[src/rtl/ctrl_serial_pkg.sv]
package ctrl_serial_pkg;
  localparam int FRAME_W = 12;
  localparam int GAIN_W  = FRAME_W - 1;
  localparam int FLAG_W  = 5;
  localparam logic [GAIN_W-1:0] GAIN_UNITY = GAIN_W'(1) << (GAIN_W - 1);

  typedef enum logic [1:0] {
    FS_44K1 = 2'd0,
    FS_48K  = 2'd1,
    FS_32K  = 2'd2
  } deemFreq_e;

  typedef struct packed {
    logic fine;
    logic boost;
    logic sel1;
    logic sel2;
    logic deem;
  } flags_t;

  typedef struct packed {
    logic shiftStb;
    logic latchStb;
    logic bitIn;
  } ctlStrobes_t;

  function automatic deemFreq_e rateDecode(input logic sel1, input logic sel2);
    if (!sel1 && !sel2)     return FS_44K1;
    else if (sel1 && sel2)  return FS_32K;
    else                    return FS_48K;
  endfunction
endpackage

[src/rtl/ctrl_serial_ctl.sv]
module ctrl_serial_ctl
  import ctrl_serial_pkg::*;
#(
  parameter int SYNC_STAGES = 2
) (
  input  logic        clk,
  input  logic        rstN,
  input  logic        serData,
  input  logic        serClk,
  input  logic        latchEn,
  output ctlStrobes_t stb
);
  localparam int EDGE_W = SYNC_STAGES + 1;

  logic [EDGE_W-1:0]      clkPipe;
  logic [EDGE_W-1:0]      lePipe;
  logic [SYNC_STAGES-1:0] dataPipe;

  // Data pipe is one stage shorter so its tap lines up with the edge tap.
  always_ff @(posedge clk) begin
    if (!rstN) begin
      clkPipe  <= '0;
      lePipe   <= '0;
      dataPipe <= '0;
    end else begin
      clkPipe  <= {clkPipe[EDGE_W-2:0], serClk};
      lePipe   <= {lePipe[EDGE_W-2:0], latchEn};
      dataPipe <= {dataPipe[SYNC_STAGES-2:0], serData};
    end
  end

  always_comb begin
    stb.shiftStb = clkPipe[SYNC_STAGES-1] & ~clkPipe[SYNC_STAGES];
    stb.latchStb = lePipe[SYNC_STAGES-1] & ~lePipe[SYNC_STAGES];
    stb.bitIn    = dataPipe[SYNC_STAGES-1];
  end

  // one shift per clock edge, never two strobes back to back
  p_shift_single_r1: assert property (@(posedge clk) disable iff (!rstN)
    stb.shiftStb |=> !stb.shiftStb);

  // one commit per latch edge
  p_latch_single_r9: assert property (@(posedge clk) disable iff (!rstN)
    stb.latchStb |=> !stb.latchStb);
endmodule

[src/rtl/ctrl_serial_dp.sv]
module ctrl_serial_dp
  import ctrl_serial_pkg::*;
(
  input  logic              clk,
  input  logic              rstN,
  input  ctlStrobes_t       stb,
  input  logic              hostMode,
  input  logic              pinDeemOn,
  input  logic [1:0]        pinRateSel,
  output logic [GAIN_W-1:0] gainCode,
  output logic              fineRateMode,
  output logic              gainBoost,
  output logic              deemOn,
  output logic [1:0]        deemFreq,
  output logic              rateChg
);
  logic [FRAME_W-1:0] shiftWin;
  logic [GAIN_W-1:0]  gainReg;
  flags_t             flagReg;
  flags_t             frameFlags;
  logic               frameIsFlag;
  deemFreq_e          curFreq;
  deemFreq_e          prevFreq;
  logic               effSel1;
  logic               effSel2;

  // Frame bit D1 sits at the top once twelve bits are in; D12 at bit 0.
  assign frameIsFlag      = shiftWin[FRAME_W-1];
  assign frameFlags.fine  = shiftWin[4];
  assign frameFlags.boost = shiftWin[3];
  assign frameFlags.sel1  = shiftWin[2];
  assign frameFlags.sel2  = shiftWin[1];
  assign frameFlags.deem  = shiftWin[0];

  always_ff @(posedge clk) begin
    if (!rstN) begin
      shiftWin <= '0;
      gainReg  <= GAIN_UNITY;
      flagReg  <= '0;
    end else begin
      if (stb.shiftStb) shiftWin <= {shiftWin[FRAME_W-2:0], stb.bitIn};
      if (stb.latchStb) begin
        if (frameIsFlag) flagReg <= frameFlags;
        else             gainReg <= shiftWin[GAIN_W-1:0];
      end
    end
  end

  always_comb begin
    effSel1      = hostMode ? flagReg.sel1 : pinRateSel[0];
    effSel2      = hostMode ? flagReg.sel2 : pinRateSel[1];
    curFreq      = rateDecode(effSel1, effSel2);
    deemFreq     = curFreq;
    deemOn       = hostMode ? flagReg.deem : pinDeemOn;
    gainCode     = hostMode ? gainReg : GAIN_UNITY;
    gainBoost    = hostMode & flagReg.boost;
    fineRateMode = hostMode & flagReg.fine;
  end

  always_ff @(posedge clk) begin
    if (!rstN) begin
      prevFreq <= FS_44K1;
      rateChg  <= 1'b0;
    end else begin
      prevFreq <= curFreq;
      rateChg  <= (curFreq != prevFreq);
    end
  end

  // a flag frame must not disturb the gain word
  p_flag_keeps_gain_r3: assert property (@(posedge clk) disable iff (!rstN)
    (stb.latchStb && frameIsFlag) |=> $stable(gainReg));

  // a gain frame must not disturb the flags
  p_gain_keeps_flags_r4: assert property (@(posedge clk) disable iff (!rstN)
    (stb.latchStb && !frameIsFlag) |=> $stable(flagReg));

  // registers move only on a latch commit
  p_idle_holds_r9: assert property (@(posedge clk) disable iff (!rstN)
    !stb.latchStb |=> ($stable(gainReg) && $stable(flagReg)));

  // the decoded rate code stays within its three legal values
  p_freq_legal_r5: assert property (@(posedge clk) disable iff (!rstN)
    deemFreq != 2'd3);
endmodule

[src/rtl/ctrl_serial_port.sv]
module ctrl_serial_port
  import ctrl_serial_pkg::*;
#(
  parameter int SYNC_STAGES = 2
) (
  input  logic              clk,
  input  logic              rstN,
  input  logic              hostMode,
  input  logic              serData,
  input  logic              serClk,
  input  logic              latchEn,
  input  logic              pinDeemOn,
  input  logic [1:0]        pinRateSel,
  output logic [GAIN_W-1:0] gainCode,
  output logic              fineRateMode,
  output logic              gainBoost,
  output logic              deemOn,
  output logic [1:0]        deemFreq,
  output logic              rateChg
);
  ctlStrobes_t stb;

  ctrl_serial_ctl #(.SYNC_STAGES(SYNC_STAGES)) i_ctl (
    .clk     (clk),
    .rstN    (rstN),
    .serData (serData),
    .serClk  (serClk),
    .latchEn (latchEn),
    .stb     (stb)
  );

  ctrl_serial_dp i_dp (
    .clk          (clk),
    .rstN         (rstN),
    .stb          (stb),
    .hostMode     (hostMode),
    .pinDeemOn    (pinDeemOn),
    .pinRateSel   (pinRateSel),
    .gainCode     (gainCode),
    .fineRateMode (fineRateMode),
    .gainBoost    (gainBoost),
    .deemOn       (deemOn),
    .deemFreq     (deemFreq),
    .rateChg      (rateChg)
  );
endmodule

[config.mk]
export PLATFORM = sky130hd
export DESIGN_NAME = ctrl_serial_port
export DESIGN_NICKNAME = d
export VERILOG_FILES = /design/src/rtl/ctrl_serial_pkg.sv /design/src/rtl/ctrl_serial_ctl.sv /design/src/rtl/ctrl_serial_dp.sv /design/src/rtl/ctrl_serial_port.sv
export SDC_FILE = /design/constraint.sdc
export NUM_CORES = 1
export LEC_CHECK = 0
export ABC_AREA = 1
export CELL_PAD_IN_SITES_DETAIL_PLACEMENT = 1
export CELL_PAD_IN_SITES_GLOBAL_PLACEMENT = 1
export CORE_ASPECT_RATIO = 0.75
export CORE_MARGIN = 1
export CORE_UTILIZATION = 43
export DETAILED_ROUTE_END_ITERATION = 8
export DONT_BUFFER_PORTS = 1
export PLACE_DENSITY_LB_ADDON = 0.1
export SLEW_MARGIN = 20
export SYNTH_ARGS = -nofsm -noshare
export SYNTH_HDL_FRONTEND = slang
export SYNTH_SLANG_ARGS = --single-unit
[constraint.sdc]
create_clock -name clk -period 1.3 [get_ports clk]
set_input_delay 0.065 -clock clk [delete_from_list [all_inputs] [get_ports clk]]
set_output_delay 0.065 -clock clk [all_outputs]
set_load 0.005 [all_outputs]
==> flow_summary.json <==
{
  "rsz0062_at_grt": "false",
  "yosys.area.top_type": "dfxtp_1",
  "grt_pass1_wl_mm": 5.44,
  "ys_seq_elements": 39,
  "cpPeakStageDelay_ns": 0.31,
  "drive_gt1_share_pct": 5.93,
  "r2r_start": "i_dp.flagReg[2]",
  "cts_root_buf": "clkbuf_8",
  "grt_pass1_vias": 1304,
  "pin_count": 26,
  "wl_met1_mm": 1.42,
  "p_leak_nw": 1.01,
  "cts_tree": "yes",
  "cp.arrival_ns": 1.38,
  "die_h_um": 54.4,
  "hold_class": "input port to flop",
  "start_kind": "flop",
  "clk_pin_slew_ns": 0.08,
  "portBuffers": 0,
  "dieArea_mm2": 0.00391,
  "via_count": 1293,
  "slew_headroom_pct": 76.0,
  "cts_buffer_depth": 2,
  "ys_top_cells_by_area": "dfxtp_1 50%, nand2_1 14%, nor2_1 14%, inv_1 11%, o21ai_0 3.8%",
  "cp_top_family": "flip-flops",
  "cpMaxStageDelayCell": "dfxtp_1",
  "antenna_found_initial": 0,
  "met2_length_mm": 1.63,
  "ys_seq_area_share_pct": 49.6,
  "setup_ws_ns": 0.106,
  "postCtsHoldBufs": 4,
  "synth_top_cell_area_share_pct": 49.6,
  "cp.required_ns": 1.49,
  "crit_buf_inv": 2,
  "fin_crit_ns": 1.19,
  "status": "finished, final reports clean",
  "fin_cells": 286,
  "insertion_delay_ns": 0.29,
  "ir_drop_v": 0.00105,
  "dp_cells": 274,
  "layout-area-overhead-vs-synth_pct": 13.3,
  "worst_slew_pin_slew_ns": 0.359,
  "crit_chain": "inv_1 -> a21oi_1 -> ha_1 -> inv_1 -> nand2_1 -> nand2_1 -> a21oi_1",
  "dp_hpwl_mm": 2.09,
  "wl_per_cell_um": 11.2,
  "fmax_mhz": 837,
  "syn_area_per_cell_um2": 6.82,
  "gp_congestion": 0.716,
  "n_antenna_cell": 0,
  "fillers": 436,
  "drt_drc_violations_left": 0,
  "fin_crit_sh_pct": 91.9,
  "drv_slew": 0,
  "core_area_mm2": 0.00340,
  "drt_iter0_drc": 41,
  "met3WireLength_um": 102,
  "num_rows": 18,
  "critPathKind": "flop to flop",
  "htree_levels": 2,
  "path_max_fanout": 4,
  "placed_area_mm2": 0.00160,
  "cts_buffers": 5,
  "cp-end-kind": "flop",
  "skew_ns": 0.00343,
  "cts_setup_buffers": 0,
  "route.top_layer_used": "met4",
  "ys_warn_count": 0,
  "ctsResizeCount": 0,
  "drtPass1Iterations": 4,
  "cap_viol_max_count": 0,
  "die_x_um": 71.9,
  "viasPerCell": 4.52,
  "post-place-ws_ns": 0.108,
  "nets": 245,
  "fin_setup_tns_ns": 0,
  "hold_viol": 0,
  "start_util_pct": 46.3,
  "grt-ovfl-total": 0,
  "numClockSinks": 39,
  "powerDensity_mw_per_mm2": 1500,
  "synth.distinct_cells": 14,
  "synth_nets": 241,
  "syn_area_mm2": 0.00158,
  "postSynthCellCount": 231,
  "grt_max_degree": 40,
  "drt_wl_total_mm": 3.20,
  "track_usage_pct": 19.0,
  "fin_area_mm2": 0.00179,
  "setup_viol_count_final": 0,
  "hp-start": "rstN",
  "startpoint": "i_dp.flagReg[2]",
  "ant_nets": 0
}
## cell usage in the layout, fill, tap and decap left out
cell / Yosys / final
bufinv_16: 0 / 2
clkbuf_8: 0 / 5
nand3_2: 2 / 2
a21oi_1: 4 / 4
nand3_1: 1 / 1
clkinvlp_4: 0 / 1
nor2_1: 57 / 57
inv_1: 45 / 45
o21ai_0: 12 / 12
nand4_1: 1 / 1
ha_1: 1 / 1
buf_4: 2 / 3
dfxtp_1: 39 / 39
nand2_1: 58 / 58
xnor2_1: 1 / 1
buf_12: 0 / 1
dlygate4sd3_1: 0 / 3
## metal layers
| layer | vias to the layer above | track usage (%) |
|---|---|---|
| met5 | - | 0 |
| met4 | 0 | 8.82 |
| met3 | 7 | 7.37 |
| met2 | 17 | 35.7 |
| met1 | 597 | 19.2 |
| li1 | 672 | - |
## power by group
part	internal (mW)	switching, mW	leakage (nW)
Sequential	1.25	0.0318	0.319
Clock	0.765	0.440	0.0644
Combinational	0.0718	0.112	0.625
## registers in the layout, summed over array words and instances, names as in the netlist
name and flops:
i_dp.prevFreq 2, i_ctl.clkPipe 3, i_ctl.dataPipe 2, i_dp.flagReg 5
i_dp.shiftWin 12, i_dp.rateChg 1, i_dp.gainReg 11, i_ctl.lePipe 3
## area by class of cell
cell class                      instances  area, um2  share of cell area (%)
Inverter                               45        169                    9.46
Clock buffer                            5       68.8                    3.85
Sequential cell                        39        781                    43.7
Timing Repair Buffer                    7       72.6                    4.06
Tap cell                               50       62.6                    3.50
Clock inverter                          3       67.6                    3.78
Multi-Input combinational cell        137        564                    31.6
## cells by family (layout without fill, tap and decap cells)
kind of cell               after synthesis  in the layout  synth area share (%)
adders and majority gates                1              1                 0.794
xor gates and xnor gates                 1              1                 0.556
and+or+nand+nor                        119            119                  29.4
buffers and inverters                   55             60                  14.6
AOI/OAI and AO/OA                       16             16                  5.08
DFF                                     39             39                  49.6
## final timing paths
| path | endpoint | slack, ns | cells after the start |
|---|---|---|---|
| worst min-delay path | i_dp.gainReg[10] | 0.04 | 2 |
| worst min register to register | i_ctl.lePipe[1] | 0.42 | 2 |
| worst max-delay path | i_dp.rateChg | 0.11 | 7 |
| worst max register to register | i_dp.rateChg | 0.11 | 7 |
## stage by stage
step | hold slack [ns] | utilization, % | power (mW)
after detailed placement | 0.164 | 47.0 | 1.46
after floorplan | 0.163 | - | 1.45
after CTS | 0.0308 | 52.5 | 2.71
after global routing | 0.0385 | 52.5 | 2.79
final | 0.0410 | 52.5 | 2.67
after global placement | 0.158 | 47.0 | 1.45
## synthesized netlist by cell type, drive strengths merged
master and instances:
nand2 58, nor2 57, inv 45, dfxtp 39, o21ai 12, buf 10
a21oi 4, nand3 3, ha 1, nand4 1, xnor2 1
No activity file was read; power rests on OpenSTA's default activity.
